File: src/rtl/i2c_irq_ctl.sv
module i2c_irq_ctl #(
  parameter bit NEW_REV = 1'b1
) (
  input  logic        clk_i,
  input  logic        rst_ni,
  input  logic        wr_i,
  input  logic        rd_i,
  input  logic [1:0]  addr_i,
  input  logic [15:0] wdata_i,
  output logic [15:0] rdata_o,
  input  logic [6:0]  evt_i,
  input  logic [1:0]  rdy_clr_i,
  input  logic        busy_i,
  output logic        irq_o,
  output logic [1:0]  drq_o
);
  localparam logic [1:0] SEL_STAT = 2'd0, SEL_MASK = 2'd1, SEL_VEC = 2'd2, SEL_DMA = 2'd3;
  localparam logic [5:0]  MASK_KEEP = NEW_REV ? 6'h3f : 6'h1f;
  localparam logic [15:0] W1C_BITS  = 16'h0027;

  logic [15:0] stat_q, stat_d, ev_set, clr;
  logic [5:0]  mask_q, mask_d, pend, low;
  logic        dma_rx_q, dma_tx_q;
  logic [2:0]  vec_idx;

  wire wr_stat = wr_i && addr_i == SEL_STAT;
  wire wr_mask = wr_i && addr_i == SEL_MASK;
  wire wr_dma  = wr_i && addr_i == SEL_DMA;
  wire rd_vec  = rd_i && addr_i == SEL_VEC;

  assign ev_set = {evt_i[6], 3'b000, evt_i[5], evt_i[4], 5'b00000,
                   evt_i[3], evt_i[2], evt_i[1], evt_i[0], 1'b0};

  assign pend = stat_q[5:0] & mask_q;
  assign low  = pend & (~pend + 6'd1);

  always_comb begin
    vec_idx = 3'd0;
    for (int i = 5; i >= 0; i--)
      if (pend[i]) vec_idx = 3'(i + 1);
  end

  assign clr = (wr_stat ? (wdata_i & W1C_BITS) : 16'h0)
             | (rd_vec ? {10'h0, low} : 16'h0)
             | {11'h0, rdy_clr_i[1], rdy_clr_i[0], 3'b000};

  assign stat_d = (stat_q & ~clr) | ev_set;

  always_comb begin
    mask_d = mask_q;
    if (wr_mask) mask_d = wdata_i[5:0] & MASK_KEEP;
    if (wr_dma)  mask_d = mask_q & ~{1'b0, wdata_i[7], wdata_i[15], 3'b000};
  end

  always_ff @(posedge clk_i) begin
    if (!rst_ni) begin
      stat_q   <= '0;
      mask_q   <= '0;
      dma_rx_q <= 1'b0;
      dma_tx_q <= 1'b0;
      irq_o    <= 1'b0;
      drq_o    <= '0;
    end else begin
      stat_q <= stat_d;
      mask_q <= mask_d;
      if (wr_dma) begin
        dma_rx_q <= wdata_i[15];
        dma_tx_q <= wdata_i[7];
      end
      irq_o <= |pend;
      drq_o <= {dma_tx_q & stat_q[4], dma_rx_q & stat_q[3]};
    end
  end

  always_comb begin
    unique case (addr_i)
      SEL_STAT: rdata_o = stat_q | {3'b000, busy_i, 12'h000};
      SEL_MASK: rdata_o = {10'h0, mask_q};
      SEL_VEC:  rdata_o = {13'h0, vec_idx};
      default:  rdata_o = {dma_rx_q, 7'h0, dma_tx_q, 7'h0};
    endcase
  end

  logic unused_wdata;
  assign unused_wdata = ^{wdata_i[14:8], wdata_i[6]};


  nack_keep_chk: assert property (@(posedge clk_i) disable iff (!rst_ni)
    evt_i[0] |=> stat_q[1]);

  ardy_wclr_chk: assert property (@(posedge clk_i) disable iff (!rst_ni)
    (wr_stat && wdata_i[2] && !evt_i[1]) |=> !stat_q[2]);

  irq_rise_chk: assert property (@(posedge clk_i) disable iff (!rst_ni)
    (|(stat_q[5:0] & mask_q)) |=> irq_o);

  rx_dma_mask_chk: assert property (@(posedge clk_i) disable iff (!rst_ni)
    (wr_dma && wdata_i[15]) |=> !mask_q[3]);

  drq_rx_off_chk: assert property (@(posedge clk_i) disable iff (!rst_ni)
    !dma_rx_q |=> !drq_o[0]);

  vec_ack_chk: assert property (@(posedge clk_i) disable iff (!rst_ni)
    (rd_vec && vec_idx == 3'd2 && !evt_i[0]) |=> !stat_q[1]);
endmodule

File: config.mk
export PLATFORM = sky130hd
export DESIGN_NAME = i2c_irq_ctl
export DESIGN_NICKNAME = d
export VERILOG_FILES = /design/src/rtl/i2c_irq_ctl.sv
export SDC_FILE = /design/constraint.sdc
export NUM_CORES = 1
export LEC_CHECK = 0
export BUFFER_PORTS_ARGS = -buffer_cell sky130_fd_sc_hd__clkbuf_2
export CAP_MARGIN = 20
export CORE_UTILIZATION = 47
export CTS_BUF_LIST = sky130_fd_sc_hd__clkbuf_4
export DETAILED_ROUTE_END_ITERATION = 10
export PLACE_DENSITY = 0.81
export SLEW_MARGIN = 20
export SYNTH_ARGS = -nofsm -noshare
export SYNTH_HDL_FRONTEND = slang
export SYNTH_SLANG_ARGS = --single-unit
File: constraint.sdc
create_clock -name clk_i -period 1.55 [get_ports clk_i]
set_clock_uncertainty 0.05 [all_clocks]
set_input_delay 0.0775 -clock clk_i [delete_from_list [all_inputs] [get_ports clk_i]]
set_output_delay 0.0775 -clock clk_i [all_outputs]
set_load 0.02 [all_outputs]
; ---- Yosys cells after proc, flatten, opt, wreduce, memory -nomap -nowiden
; Index checks and enable logic that the tools add are counted.
[classes]
add_sub_neg = 1
eq_ne = 3
muxes = 11
bitwise = 13
reduce_logical = 7
[op_table]
columns = op, count
row1 = $pmux 16 s3, 1
row2 = $mux 6, 4
row3 = $and 6x6->6, 3
row4 = $mux 3, 6
row5 = $and 16x16->16, 1
row6 = $not 6->16, 1
row7 = $or 16x13->16, 1
row8 = $or 16x16->16, 1
row9 = $add 6x1->6 const B, 1
row10 = $not 5->6, 1
row11 = $not 6->6, 1
row12 = $or 6x5->6, 1
row13 = $or 6x6->6, 1
row14 = $reduce_or 6->1, 1
row15 = $eq 2x2->1 const B, 2
row16 = $logic_and 1x1->1, 4
row17 = $and 1x1->1, 2
row18 = $eq 2x1->1 const B, 1
row19 = $logic_not 2->1, 1
row20 = $reduce_bool 2->1, 1
[word_totals]
reg_bits = 27
input_bits = 32
output_inout_bits = 19
word_cells = 41

; ---- Longest topological paths before layout
[logic_depth]
depth_word = 10
mapped_depth = 5
mapped_depth_nobuf = 3

; ---- Worst setup path before layout
; OpenSTA, ideal clock, no wires.
[synth_path]
path_type = flip-flop to output port
start = register stat_q[4]
end = output port rdata_o[1]
t_arrival_ps = 1111
required_time_ps = 1422
setup_slack_ps = 312
path_stages_with_launch = 4
path_buffers = 0
path_cell_list = dfxtp_1 > a22o_1 > o21ba_2 > o22ai_1
[synth_via]
elab_chain_cells = 7
[synth_lines]
columns = element, line
row1 = start: declaration, 21  ; logic [15:0] stat_q, stat_d, ev_set, clr;
row2 = start signal: assignment, 64  ; stat_q <= stat_d;
row3 = $and 6x6->6, 34  ; assign pend = stat_q[5:0] & mask_q;
row4 = $mux 3 (5 in series), 40  ; if (pend[i]) vec_idx = 3'(i + 1);
row5 = $pmux 16 s3, 76  ; unique case (addr_i)
row6 = end: declaration, 10  ; output logic [15:0] rdata_o,
; Every way passes these cells.

; ---- Worst setup path in the final report
; Same ends and word-level chain as after synthesis.

==> flow_metrics.tcl <==
set metrics [dict create \
    post_synth_mux_area_share_pct 10.1 \
    floorplan.initialDensity_pct 49.5 \
    grt-ovfl-total 0 \
    grt_max_degree 22 \
    worst_ep_required_time_ps 1420 \
    worst-setup-path-type "reg -> out" \
    fin_crit_sh_pct 97.2 \
    synth_xor_area_share_pct 0 \
    switching_power_mw 0.291 \
    netlist.area_leader.share_pct 36.9 \
    synth-compound-area-share_pct 19.3 \
    ys_seq_elements 20 \
    worst_setup_path_start_kind "register" \
    combinational_family_with_the_most_area_after_synthesis "simple AND/OR/NAND/NOR gates" \
    cts_buffer_depth 2 \
    clock_latency_ps 310 \
    combinational_fraction_of_design_power_pct 17.9 \
    synth.top_cells.by_area "sky130_fd_sc_hd__dfxtp_1 (37%), sky130_fd_sc_hd__mux2i_1 (10%), sky130_fd_sc_hd__buf_4 (4.8%)" \
    finish_stage_setup_viols 0 \
    multi_input_comb_area_um2 652 \
    routedWlPerCell_um 13.1 \
    clockPowerShare_pct 35.6 \
    io_pins 51 \
    outcome "finished, final reports clean" \
    synth-warning-count 0 \
    drt-initial-drc-count 26 \
    core.rowCount 17 \
    post-synth-top-area-cell "sky130_fd_sc_hd__dfxtp_1" \
    antenna_found_initial 0 \
    place.detailed.hpwl_um 1790 \
    globalRouteTotalUtil_pct 20.8 \
    leakage_nw 0.727 \
    avgViaCountPerCell 5.31 \
    cts.sinks 20 \
    p_per_area_nw_per_um2 794 \
    antenna_cells 0 \
    postRouteAntennaNets 0 \
    critical_path.slowest_cell "sky130_fd_sc_hd__dfxtp_4" \
    drive_gt1_share_pct 37.9 \
    sequentialPowerShare_pct 46.5 \
    detail_route.drc_violations 0 \
    synth.yosys.seq_area_share_pct 36.9 \
    min_from "wdata_i[7]" \
    die_area_um2 2500 \
    timing.final.max_slew_violations 0 \
    routed_wirelength_um 2570 \
    endpoint_kind "primary output" \
    clk_pin_slew_worst_paths_ps 110 \
    layout-area-overhead-vs-synth_pct 38.8 \
    via_count_of_the_first_global_routing_pass 899 \
    synth-simple-area-share_pct 26.6 \
    synthAdderAreaFrac_pct 0 \
    htree_num_levels 1 \
    crit_path_cell_trace "a22o_4 -> o21ba_4 -> o22ai_2 -> buf_6" \
    ir_worst_vdd_mv 0.791 \
    vertical_extent_of_the_die_um 50.0 \
    fin_tns_setup_ps 0 \
    swShare_pct 24.4 \
    p_int_mw 0.904 \
    fmax_mhz 664 \
    wire_length_of_the_first_global_routing_pass_um 3980 \
    core_area_um2 2190 \
    tritoncts "built" \
    finalNetCount 202 \
    gp_routability_congestion 0.848 \
    timing.final.hold_violations 0 \
    synth.cell_area_um2 1080 \
    final-seq-area_um2 414 \
    syn_area_per_cell_um2 9.27 \
    grt_setup_unrepaired "true" \
    cts_buffers 3 \
    fin_worst_hold_slack_ps 6.67 \
    synth.lib_cells_used.distinct 35 \
    cts-root-buf "sky130_fd_sc_hd__clkbuf_4" \
    path_max_fanout 3 \
    max_stage_delay_ps 360 \
    num-fill-cells 182 \
    post-route-min-period_ps 1510 \
    rr_startpoint "stat_q[1]" \
    max_cap_viol_count 0 \
    firstDrtPassIters 4 \
    die_width_um 50.0 \
    timing.critical_path.arrival_ps 1380 \
    port_buffers 37 \
    critical_path.startpoint "stat_q[4]" \
    hp-class "in -> reg" \
    syn_inst 117 \
    detailroute.via_count 1046 \
]
power by group through the flow:
stage / Sequential, mW / Combinational [mW] / Clock (mW)
floorplan: 0.563 / 0.124 / 0
global placement: 0.566 / 0.170 / 0
detailed placement: 0.569 / 0.174 / 0
CTS: 0.555 / 0.207 / 0.432
global route: 0.559 / 0.233 / 0.466
finish: 0.556 / 0.213 / 0.426
worst paths after layout:
kind                endpoint  slack, ps  cells past startpoint
setup / recovery  rdata_o[1]         40                      4
hold / removal      dma_tx_q          7                      3
setup reg to reg   stat_q[4]        270                      3
hold reg to reg   stat_q[15]        440                      1
metal layers:
metal  vias up  wire, um  global-route usage [%]
li1        518         -                       -
met1       490      1110                    27.5
met2        36      1320                    34.9
met3         2       124                    3.09
met4         0        19                    5.24
met5         -         0                       0
cell usage in the layout (no fill, tap or decap), drive strengths merged, types with 2 or more instances in the layout:
master / synthesis / routed
nand3b: 2 / 2
clkbuf: 1 / 38
nand3: 2 / 2
nor2: 8 / 8
mux2i: 11 / 11
dlygate4sd3: 0 / 12
a32oi: 2 / 2
dfxtp: 20 / 20
and2: 4 / 4
nand4: 3 / 3
nand2: 15 / 15
buf: 9 / 7
conb: 1 / 5
a22o: 3 / 3
o21ai: 3 / 3
o21a: 3 / 3
a21oi: 4 / 4
a21boi: 4 / 4
and3: 5 / 5
nor2b: 7 / 7
worst max-delay path: cells and delay by family, from the launching register on:
family | cells | cell delay [ps]
flip-flops | 1 | 360
buffers and inverters | 1 | 140
AO/OA/AOI/OAI | 3 | 580
state kept, by name, summed over array words and instances (netlist names):
name and cells:
dma_rx_q 1, dma_tx_q 1, drq_o 2, irq_o 1, mask_q 6, stat_q 9
cells in the mapped netlist, drive strengths merged:
cell,count
mux2i,11
o21ba,1
and2,4
buf,9
nor2,8
o21a,3
clkbuf,1
and3,5
nand4,3
conb,1
nand3,2
nor3b,1
o221a,1
a32oi,2
o22ai,1
o221ai,1
nor2b,7
a222oi,1
nand3b,2
nand2,15
and4b,1
a21boi,4
a221oi,1
and2b,1
a21oi,4
a22o,3
dfxtp,20
o21ai,3
o32ai,1
final cells by class:
| cell class | instances | share of cell area (%) |
|---|---|---|
| Clock inverter | 1 | 2.00 |
| Tap cell | 28 | 2.33 |
| Timing Repair Buffer | 54 | 23.4 |
| Multi-Input combinational cell | 91 | 43.3 |
| Sequential cell | 20 | 27.5 |
| Clock buffer | 3 | 1.50 |
per-stage QoR:
stage | util, % | worst slack, ps | cells | power [mW] | area [um2]
final | 68.7 | 44.0 | 197 | 1.20 | 1510
after global routing | 68.7 | -10.1 | 197 | 1.26 | 1510
after CTS | 67.2 | 0.528 | 197 | 1.19 | 1470
after detailed placement | 58.0 | 270 | 179 | 0.743 | 1270
after global placement | 58.0 | 287 | 179 | 0.736 | 1270
after floorplan | - | 312 | 121 | 0.687 | 1100
logic make-up after synthesis:
logic type | after synthesis
AOI/OAI and AO/OA | 26
buffers and inverters | 10
DFF | 20
muxes | 11
other | 1
and+or+nand+nor | 49
repair_timing:
item / in CTS / in global routing
endpoints found under the hold margin: 12 / 0
hold buffers: 12 / 0
setup buffers: 2 / 0
pin swaps: 1 / 4
setup endpoints to repair: 2 / 2
resized for setup: 8 / 10
No activity file was read; power rests on OpenSTA's default activity.
